File: src/rtl/byte_alu_pkg.sv
package byte_alu_pkg;
  localparam int OPC_W = 16;
  localparam int FL_C = 0;
  localparam int FL_Z = 1;
  localparam int FL_N = 2;
  localparam int FL_V = 3;
  localparam int FL_S = 4;
  localparam int FL_H = 5;
  localparam int FL_T = 6;

  typedef enum logic [3:0] {
    OP_NONE, OP_ADD, OP_ADC, OP_AND, OP_ANDI, OP_ASR, OP_ADIW, OP_BCLR, OP_BLD
  } opKind_e;

  typedef struct packed {
    logic    fire;
    logic    wordHi;
    opKind_e kind;
  } aluCtl_t;

  function automatic opKind_e decodeOp(input logic [OPC_W-1:0] op);
    opKind_e k;
    k = OP_NONE;
    if (op[15:10] == 6'b000011) k = OP_ADD;
    else if (op[15:10] == 6'b000111) k = OP_ADC;
    else if (op[15:10] == 6'b001000) k = OP_AND;
    else if (op[15:12] == 4'b0111) k = OP_ANDI;
    else if (op[15:8] == 8'h96) k = OP_ADIW;
    else if (op[15:9] == 7'b1001010 && op[3:0] == 4'b0101) k = OP_ASR;
    else if (op[15:7] == 9'b100101001 && op[3:0] == 4'b1000) k = OP_BCLR;
    else if (op[15:9] == 7'b1111100 && !op[3]) k = OP_BLD;
    return k;
  endfunction
endpackage

File: src/rtl/byte_alu_ctrl.sv
module byte_alu_ctrl
  import byte_alu_pkg::*;
(
  input  logic             clk,
  input  logic             rstN,
  input  logic             opValid,
  input  logic [OPC_W-1:0] opcode,
  output aluCtl_t          ctl,
  output logic             busy,
  output logic             done
);
  logic hiPending;

  assign busy = hiPending;

  always_comb begin
    ctl.fire   = opValid && !hiPending;
    ctl.wordHi = hiPending;
    ctl.kind   = decodeOp(opcode);
  end

  always_ff @(posedge clk or negedge rstN) begin
    if (!rstN) begin
      hiPending <= 1'b0;
      done      <= 1'b0;
    end else begin
      hiPending <= ctl.fire && (ctl.kind == OP_ADIW);
      done      <= (ctl.fire && (ctl.kind != OP_ADIW)) || hiPending;
    end
  end
endmodule

File: src/rtl/byte_alu_dp.sv
module byte_alu_dp
  import byte_alu_pkg::*;
#(
  parameter int DATA_W  = 8,
  parameter int REG_CNT = 32,
  localparam int ADDR_W = $clog2(REG_CNT)
) (
  input  logic              clk,
  input  logic              rstN,
  input  aluCtl_t           ctl,
  input  logic [OPC_W-1:0]  opcode,
  input  logic              hostRegWe,
  input  logic [ADDR_W-1:0] hostRegAddr,
  input  logic [DATA_W-1:0] hostRegData,
  input  logic              hostSregWe,
  input  logic [7:0]        hostSregData,
  input  logic [ADDR_W-1:0] rdAddr,
  output logic [DATA_W-1:0] rdData,
  output logic [7:0]        sreg
);
  localparam int MSB = DATA_W - 1;

  logic [DATA_W-1:0] rf [REG_CNT];
  logic [ADDR_W-1:0] dIdx, rIdx, immIdx, pairLo, aIdx, wrIdx, hiIdxQ;
  logic [DATA_W-1:0] imm8, opA, opB, res, wrVal;
  logic [5:0]        imm6;
  logic [DATA_W:0]   sum9;
  logic [4:0]        nib;
  logic              cin, nF, vF, zF, cF, wrEn, sregUpd, saveAdiw;
  logic              carryQ, loZeroQ;
  logic [7:0]        sregNext;

  assign dIdx   = opcode[8:4];
  assign rIdx   = {opcode[9], opcode[3:0]};
  assign immIdx = {1'b1, opcode[7:4]};
  assign pairLo = {2'b11, opcode[5:4], 1'b0};
  assign imm8   = {opcode[11:8], opcode[3:0]};
  assign imm6   = {opcode[7:6], opcode[3:0]};
  assign rdData = rf[rdAddr];

  function automatic logic [7:0] putNvz(input logic [7:0] s, input logic n, input logic v,
                                        input logic z);
    logic [7:0] t;
    t = s;
    t[FL_N] = n;
    t[FL_V] = v;
    t[FL_Z] = z;
    t[FL_S] = n ^ v;
    return t;
  endfunction

  always_comb begin
    if (ctl.wordHi) aIdx = hiIdxQ;
    else if (ctl.kind == OP_ANDI) aIdx = immIdx;
    else if (ctl.kind == OP_ADIW) aIdx = pairLo;
    else aIdx = dIdx;
    opA      = rf[aIdx];
    opB      = rf[rIdx];
    cin      = 1'b0;
    sum9     = '0;
    nib      = '0;
    res      = '0;
    nF       = 1'b0;
    vF       = 1'b0;
    zF       = 1'b0;
    cF       = 1'b0;
    wrEn     = 1'b0;
    wrIdx    = aIdx;
    wrVal    = '0;
    sregNext = sreg;
    sregUpd  = 1'b0;
    saveAdiw = 1'b0;
    if (ctl.wordHi) begin
      sum9     = {1'b0, opA} + (DATA_W+1)'(carryQ);
      res      = sum9[MSB:0];
      nF       = res[MSB];
      vF       = !opA[MSB] && nF;
      cF       = opA[MSB] && !nF;
      zF       = loZeroQ && (res == '0);
      wrEn     = 1'b1;
      wrVal    = res;
      sregNext = putNvz(sreg, nF, vF, zF);
      sregNext[FL_C] = cF;
      sregUpd  = 1'b1;
    end else if (ctl.fire) begin
      case (ctl.kind)
        OP_ADD, OP_ADC: begin
          cin      = (ctl.kind == OP_ADC) && sreg[FL_C];
          sum9     = {1'b0, opA} + {1'b0, opB} + (DATA_W+1)'(cin);
          nib      = {1'b0, opA[3:0]} + {1'b0, opB[3:0]} + 5'(cin);
          res      = sum9[MSB:0];
          nF       = res[MSB];
          vF       = (opA[MSB] == opB[MSB]) && (res[MSB] != opA[MSB]);
          wrEn     = 1'b1;
          wrVal    = res;
          sregNext = putNvz(sreg, nF, vF, res == '0);
          sregNext[FL_C] = sum9[DATA_W];
          sregNext[FL_H] = nib[4];
          sregUpd  = 1'b1;
        end
        OP_AND, OP_ANDI: begin
          res      = opA & ((ctl.kind == OP_AND) ? opB : imm8);
          wrEn     = 1'b1;
          wrVal    = res;
          sregNext = putNvz(sreg, res[MSB], 1'b0, res == '0);
          sregUpd  = 1'b1;
        end
        OP_ASR: begin
          res      = {opA[MSB], opA[MSB:1]};
          cF       = opA[0];
          nF       = res[MSB];
          wrEn     = 1'b1;
          wrVal    = res;
          sregNext = putNvz(sreg, nF, nF ^ cF, res == '0);
          sregNext[FL_C] = cF;
          sregUpd  = 1'b1;
        end
        OP_ADIW: begin
          sum9     = {1'b0, opA} + (DATA_W+1)'(imm6);
          wrEn     = 1'b1;
          wrVal    = sum9[MSB:0];
          saveAdiw = 1'b1;
        end
        OP_BCLR: begin
          sregNext[opcode[6:4]] = 1'b0;
          sregUpd  = 1'b1;
        end
        OP_BLD: begin
          res      = opA;
          res[opcode[2:0]] = sreg[FL_T];
          wrEn     = 1'b1;
          wrVal    = res;
        end
        default: ;
      endcase
    end
  end

  always_ff @(posedge clk or negedge rstN) begin
    if (!rstN) begin
      for (int i = 0; i < REG_CNT; i++) rf[i] <= '0;
      sreg    <= '0;
      carryQ  <= 1'b0;
      loZeroQ <= 1'b0;
      hiIdxQ  <= '0;
    end else begin
      if (hostRegWe) rf[hostRegAddr] <= hostRegData;
      if (wrEn) rf[wrIdx] <= wrVal;
      if (hostSregWe) sreg <= hostSregData;
      if (sregUpd) sreg <= sregNext;
      if (saveAdiw) begin
        carryQ  <= sum9[DATA_W];
        loZeroQ <= (sum9[MSB:0] == '0);
        hiIdxQ  <= {pairLo[ADDR_W-1:1], 1'b1};
      end
    end
  end
endmodule

File: src/rtl/byte_alu_core.sv
module byte_alu_core
  import byte_alu_pkg::*;
#(
  parameter int DATA_W  = 8,
  parameter int REG_CNT = 32,
  localparam int ADDR_W = $clog2(REG_CNT)
) (
  input  logic              clk,
  input  logic              rstN,
  input  logic              opValid,
  input  logic [15:0]       opcode,
  output logic              done,
  input  logic              hostRegWe,
  input  logic [ADDR_W-1:0] hostRegAddr,
  input  logic [DATA_W-1:0] hostRegData,
  input  logic              hostSregWe,
  input  logic [7:0]        hostSregData,
  input  logic [ADDR_W-1:0] rdAddr,
  output logic [DATA_W-1:0] rdData,
  output logic [7:0]        status
);
  aluCtl_t ctl;
  logic    busy;

  byte_alu_ctrl u_ctrl (
    .clk(clk), .rstN(rstN), .opValid(opValid), .opcode(opcode),
    .ctl(ctl), .busy(busy), .done(done)
  );

  byte_alu_dp #(.DATA_W(DATA_W), .REG_CNT(REG_CNT)) u_dp (
    .clk(clk), .rstN(rstN), .ctl(ctl), .opcode(opcode),
    .hostRegWe(hostRegWe), .hostRegAddr(hostRegAddr), .hostRegData(hostRegData),
    .hostSregWe(hostSregWe), .hostSregData(hostSregData),
    .rdAddr(rdAddr), .rdData(rdData), .sreg(status)
  );
endmodule

File: config.mk
export PLATFORM = sky130hd
export DESIGN_NAME = byte_alu_core
export DESIGN_NICKNAME = d
export VERILOG_FILES = /design/src/rtl/byte_alu_pkg.sv /design/src/rtl/byte_alu_ctrl.sv /design/src/rtl/byte_alu_dp.sv /design/src/rtl/byte_alu_core.sv
export SDC_FILE = /design/constraint.sdc
export NUM_CORES = 1
export LEC_CHECK = 0
export ABC_AREA = 0
export CORE_MARGIN = 2
export CORE_UTILIZATION = 45
export DETAILED_ROUTE_END_ITERATION = 12
export GPL_ROUTABILITY_DRIVEN = 1
export SLEW_MARGIN = 20
export SYNTH_ARGS = -nofsm -noshare
export SYNTH_HDL_FRONTEND = slang
export SYNTH_HIERARCHICAL = 1
export SYNTH_SLANG_ARGS = --single-unit
File: constraint.sdc
create_clock -name clk -period 9.45 [get_ports clk]
set_clock_uncertainty 0.15 [all_clocks]
set_input_delay 1.89 -clock clk [delete_from_list [all_inputs] [get_ports clk]]
set_output_delay 1.89 -clock clk [all_outputs]
set_load 0.005 [all_outputs]
==> results_dict.tcl, run 1 <==
set metrics [dict create \
    status "finished, final reports clean" \
    drt_pass1_iterations 6 \
    fmax_mhz 115.7 \
    syn_avg_cell_area_um2 9.424 \
    wl_um 98370 \
    drc 0 \
    maxCapViolCount 0 \
    grt_start_max_net_pins 86 \
    die_w_um 220.9 \
    fin_area_um2 23340 \
    worst-path-max-fanout 32 \
    hold_ws_ns 0.3438 \
    arrival_ns 8.95 \
    postPlaceCellArea_um2 22310 \
    layout-drive-gt1-share_pct 23.07 \
    criticalPathCategory "input pin to flop" \
    antenna_found_initial 4 \
    yosysWarnings 6 \
    vias_per_cell 7.254 \
    rsz0062_at_grt "false" \
    setup_viol 0 \
    synth_flop_cell "dfrtp_1" \
    ctsResizeCount 0 \
    grt_pass1_wl_um 142600 \
    dp.cells 2794 \
    maxSlewViolCount 0 \
    fin_nets 2287 \
    post-cts-setup-buffer-count 0 \
    instances_no_fill 2849 \
    cts_max_level 1 \
    clock_path_buffers 3 \
    grt_overflow 0 \
    drt_iter0_drc 2957 \
    clockRootBuffer "clkbuf_16" \
    slew-limit-headroom_pct 10.14 \
    synth_nets 2314 \
    crit_path_end_kind "flop" \
    via_count 20670 \
    wl_per_cell_um 34.53 \
    holdPathStages 2 \
    vdd_drop_max_mv 0.1536 \
    cts_tree "done" \
    placementRows 79 \
    grt_pass1_vias 19110 \
    crit_required_ns 9.76 \
    die-area_um2 48790 \
    die_h_um 220.9 \
    hp-class "flop to flop" \
    p_per_area_nw_per_um2 193.7 \
    syn-cell-area_um2 21170 \
    async_flop_share_pct 100.0 \
    rrSetupSlack_ns 3.07 \
    final_common_cell "dfrtp_1" \
    numCtsBuffers 30 \
    setup_tns_ns 0 \
    period_share_pct 91.46 \
    syn_inst 2246 \
    worst_pin_slew_ns 1.314 \
    r2r_start "u_ctrl/busy$_DFF_PN0_" \
    ys_ff_latch 271 \
    gp_congestion 1.029 \
    hold_path_end "u_dp/sreg[7]$_DFFE_PN0P_" \
    most-common-layout-cells "dfrtp_1, mux2_2, a21oi_1" \
    r2r_end "u_dp/rf[94]$_DFF_PN0_" \
    fin_crit_ns 8.643 \
    area_growth_pct 10.29 \
    hpwlAfterDp_um 69890 \
    io_pins 64 \
    reg2reg_depth 21 \
    clk_pin_slew_ns 0.06 \
    ant_nets 0 \
    leakage_nw 9.278 \
    cp-start-kind "input pin" \
    port-buffer-count 63 \
    hold_buffers 0 \
    clock_latency_ns 0.63 \
    ys_seq_area_share_pct 32.04 \
    track_usage_pct 39.57 \
    start_util_pct 45.56 \
    finalHoldViolCount 0 \
    core_area_um2 46460 \
    clock-sinks 271 \
    synth_edf_count 0 \
    min_from "u_dp/sreg[7]$_DFFE_PN0P_" \
    synth.distinct_cells 96 \
]
## per-layer routing
layer  wire length (um)  vias up  global-route usage (%)
li1                   -     8564                       -
met1              38550    10250                   53.93
met2              42480     1529                   58.53
met3               9948      324                   7.808
met4               7356        4                   23.30
met5                 34        -                  0.2933
## worst max-delay path, cell delays in order
cell and delay, ns:
clkdlybuf4s50_1 0.50, nand2b_1 0.20, nor3_1 0.13, a31oi_1 0.07, o31ai_1 0.34, and4bb_1 0.59
nor3_4 0.14, nor2_1 0.71, nand2_1 0.38, o21ai_0 0.56, nor3_1 0.19, fa_1 0.43
inv_1 0.10, fa_1 0.22, nor2b_1 0.06, o21ai_0 0.37, a21boi_0 0.21, o21a_1 0.20
nor2_1 0.15, xnor2_1 0.11, a221o_1 0.33, a221o_1 0.30, a22oi_2 0.15, buf_4 0.41
a21oi_1 0.13
## Yosys cell counts (all sizes together) (4+ instances only)
cell type | n | area [um^2]
or2 | 9 | 56.30
dfrtp | 271 | 6782
a221oi | 4 | 35.03
o32ai | 64 | 560.5
xor2 | 7 | 61.31
nor2b | 94 | 588.1
inv | 22 | 82.58
o31ai | 6 | 50.05
a2111oi | 4 | 35.03
a21oi | 188 | 940.9
a31oi | 17 | 106.4
o2111ai | 5 | 56.31
o221ai | 25 | 219.0
clkbuf | 113 | 425.4
nand3 | 14 | 70.07
o21ai | 181 | 905.9
ha | 18 | 225.2
a21boi | 4 | 30.03
nor3 | 26 | 162.7
a21o | 11 | 82.58
mux2i | 27 | 274.0
nand2b | 14 | 87.58
o211ai | 21 | 157.7
and3 | 12 | 75.07
nand2 | 185 | 696.9
nor2 | 170 | 648.1
nor4 | 10 | 98.84
nand3b | 10 | 75.07
mux4 | 103 | 2320
nand4 | 15 | 93.84
xnor2 | 11 | 96.34
a211oi | 91 | 688.2
or3 | 5 | 36.28
buf | 96 | 549.3
o22ai | 95 | 600.6
or3b | 4 | 35.04
nor3b | 5 | 37.54
a221o | 4 | 40.04
a22oi | 14 | 130.1
mux2 | 216 | 2436
## cell type report
| type | instances | area, um^2 |
|---|---|---|
| Fill cell | 4418 | 23110 |
| Multi-Input combinational cell | 1742 | 13400 |
| Sequential cell | 271 | 6783 |
| Timing Repair Buffer | 150 | 1320 |
| Clock buffer | 42 | 825.8 |
| Tap cell | 607 | 759.5 |
| Clock inverter | 12 | 162.7 |
| Inverter | 24 | 90.09 |
| Antenna cell | 1 | 2.502 |
## report_power, final
| group | leakage, nW | internal, mW | switching, mW |
|---|---|---|---|
| sequential | 3.45 | 1.42 | 0.428 |
| clock | 0.483 | 0.690 | 0.527 |
| combinational | 5.34 | 0.734 | 0.725 |
| total | 9.28 | 2.84 | 1.68 |
## sequential cells by signal, summed over array words and instances, names as in the netlist
name          cells
u_dp/carryQ       1
u_dp/hiIdxQ       3
u_ctrl/done       1
u_dp/rf         256
u_dp/loZeroQ      1
u_dp/sreg         8
u_ctrl/busy       1
## worst max path at each step
stage / to / slack (ns) / from
after floorplan: u_dp/rf[254]$_DFF_PN0_ / 2.23 / opcode[1]
after global placement: u_dp/rf[6]$_DFF_PN0_ / 0.41 / opcode[11]
after detailed placement: u_dp/rf[253]$_DFF_PN0_ / 0.38 / opcode[10]
after CTS: u_dp/rf[62]$_DFF_PN0_ / 0.99 / opcode[10]
after global routing: u_dp/rf[6]$_DFF_PN0_ / 0.59 / opcode[11]
final: u_dp/rf[94]$_DFF_PN0_ / 0.81 / opcode[11]
## cells by family after synthesis
family          after synthesis  share of synthesized area (%)
buf+inv                     233                          5.031
xor+xnor                     18                         0.7449
flops                       271                          32.04
simple gates                589                          13.71
compound gates              768                          23.36
fa+ha+maj                    21                          1.348
mux                         346                          23.76
## through the flow
step                util (%)  worst slack, ns  power, mW
floorplan                  -            2.234      2.630
global placement       48.02           0.4130      3.223
detailed placement     48.02           0.3836      3.248
CTS                    50.15           0.9875      4.471
global route           50.24           0.5945      4.683
finish                 50.25           0.8070      4.521
Power figures use the tool's default switching activity.
==> run 2: changes to the inputs <==
Settings changed: HOLD_SLACK_MARGIN set to 0.05.
Clock period 9.45 ns to 9.3 ns, I/O delays scaled along.
==> run 2 against run 1 <==
Against the previous run: die area did not move; combinational power about the same; wire length rose by 1.6%; global-route usage grew 0.80 points; first-iteration DRC count down 4.7%; sequential cell count stayed put; setup slack lost 0.011 ns; largest power group unchanged; hold slack got worse by 0.0068 ns.
==> results_dict.tcl, run 2 (same netlist as run 1, synthesis figures left out) <==
set metrics [dict create \
    largest_reg_flops 256 \
    drc 0 \
    drt_pass1_iterations 9 \
    via_count 20480 \
    wl_um 99990 \
    gp_congestion 1.039 \
    fmax_mhz 117.6 \
    cp-start-kind "input pin" \
    largestRegisters "u_dp/rf: 256 flops, u_dp/sreg: 8 flops, u_dp/hiIdxQ: 3 flops" \
    arrival_ns 8.79 \
    numCtsBuffers 34 \
    hp-class "flop to flop" \
    core_area_um2 46460 \
    cts_max_level 2 \
    die_w_um 220.9 \
    grt_pass1_wl_um 144100 \
    layout-drive-gt1-share_pct 23.09 \
    rsz0062_at_grt "false" \
    hold_buffers 0 \
    status "finished, final reports clean" \
    start_util_pct 45.56 \
    vias_per_cell 7.169 \
    p_sw_share_pct 36.96 \
    crit_path_end_kind "flop" \
    crit_required_ns 9.59 \
    slew-limit-headroom_pct 27.56 \
    criticalPathCategory "input pin to flop" \
    cts_tree "done" \
    antenna_found_initial 1 \
    seqPwrFrac_pct 39.5 \
    die_h_um 220.9 \
    wl_per_cell_um 35.00 \
    placementRows 79 \
    clock-sinks 271 \
    clock_path_buffers 3 \
    p_per_area_nw_per_um2 200.5 \
    power_frac_comb_pct 31.7 \
    io_pins 64 \
    vdd_drop_max_mv 0.1486 \
    clock_latency_ns 0.60 \
    setup_tns_ns 0 \
    hpwlAfterDp_um 70150 \
    ant_nets 0 \
    track_usage_pct 40.36 \
    worst_pin_slew_ns 1.083 \
    leakage_nw 9.368 \
    period_share_pct 91.45 \
    most-common-layout-cells "dfrtp_1, mux2_2, a21oi_1" \
    p_int_mw 2.971 \
    grt_pass1_vias 19210 \
    post-cts-setup-buffer-count 0 \
    fin_nets 2293 \
    largest-register "u_dp/rf" \
    hold_ws_ns 0.3370 \
    clockRootBuffer "clkbuf_16" \
    die-area_um2 48790 \
    grt_start_max_net_pins 121 \
    port-buffer-count 63 \
    clk_pin_slew_ns 0.06 \
    grt_overflow 0 \
    setup_viol 0 \
    pwr-share-clk_pct 28.9 \
    finalHoldViolCount 0 \
    p_total_mw 4.714 \
    area_growth_pct 11.07 \
    switchingPower_mw 1.742 \
    drt_iter0_drc 2817 \
    worst-path-max-fanout 32 \
    fin_crit_ns 8.504 \
    maxCapViolCount 0 \
    ctsResizeCount 0 \
    final_common_cell "dfrtp_1" \
    maxSlewViolCount 0 \
]
run 2: changes by cell type in the layout (fill, tap and decap cells not counted), moves of 2 or more:
cell / change
clkinvlp_4: +2
nor2_2: -7
buf_12: +4
buf_4: -2
clkbuf_1: -3
nor2_1: +7
inv_6: +2
clkbuf_16: +5
clkinv_2: -2
run 2: path summary, 6_finish.rpt:
check,start,endpoint,slack [ns],cells past startpoint
worst max-delay path,opcode[11],u_dp/rf[102]$_DFF_PN0_,0.80,25
worst min register to register,u_dp/loZeroQ$_DFFE_PN0P_,u_dp/loZeroQ$_DFFE_PN0P_,0.34,1
worst max register to register,u_ctrl/busy$_DFF_PN0_,u_dp/rf[102]$_DFF_PN0_,2.87,21
worst min-delay path,u_dp/loZeroQ$_DFFE_PN0P_,u_dp/loZeroQ$_DFFE_PN0P_,0.34,1
max in group asynchronous,rstN,u_dp/rf[207]$_DFF_PN0_,6.42,2
min in group asynchronous,rstN,u_dp/rf[103]$_DFF_PN0_,1.12,1
run 2: layer usage:
layer / vias to the layer above / track usage, % / share of wire [%]
met5: - / 0 / 0.010
met1: 10150 / 53.14 / 39
met4: 2 / 23.17 / 7.2
li1: 8576 / - / -
met2: 1395 / 60.54 / 44
met3: 361 / 10.13 / 10
run 2: cell type report:
| cell class | count | area (um^2) |
|---|---|---|
| repair buffers | 152 | 1385 |
| fillers | 4385 | 22950 |
| well taps | 607 | 759.5 |
| clock inverters | 14 | 153.9 |
| diodes | 2 | 5.005 |
| clock buffers | 45 | 953.4 |
| multi-input cells | 1742 | 13380 |
| flip-flops and latches | 271 | 6783 |
| inverters | 24 | 90.09 |
run 2: power groups by stage:
stage	registers [mW]	clock network, mW	logic (mW)
6_report	1.86	1.36	1.49
5_1_grt	1.87	1.43	1.60
4_1_cts	1.83	1.38	1.46
3_5_place_dp	1.85	0	1.45
3_3_place_gp	1.84	0	1.43
2_1_floorplan	1.63	0	1.04
run 2: worst max-delay path: stages:
cell	delay [ns]
clkdlybuf4s50_1	0.50
nand2b_1	0.22
nor3_1	0.15
a31oi_1	0.06
o31ai_1	0.48
nand4bb_1	0.44
mux2_4	0.48
a32o_1	0.43
o21ai_0	0.17
nand4_1	0.23
nor3_1	0.58
fa_1	0.31
inv_1	0.07
fa_1	0.46
nor2b_1	0.12
o21ai_0	0.14
a21boi_0	0.29
o21a_1	0.15
nor2_1	0.06
xnor2_1	0.14
a221o_1	0.34
a221o_1	0.30
a22oi_2	0.16
buf_4	0.43
o21ai_1	0.14
run 2: through the flow:
stage	setup slack, ns	std cells	area [um^2]	utilization, %
floorplan	2.114	2246	21170	-
global placement	0.5938	2796	22370	48.16
detailed placement	0.5095	2796	22380	48.17
CTS	1.040	2855	23490	50.55
global route	0.4173	2855	23500	50.59
finish	0.7956	2857	23510	50.60
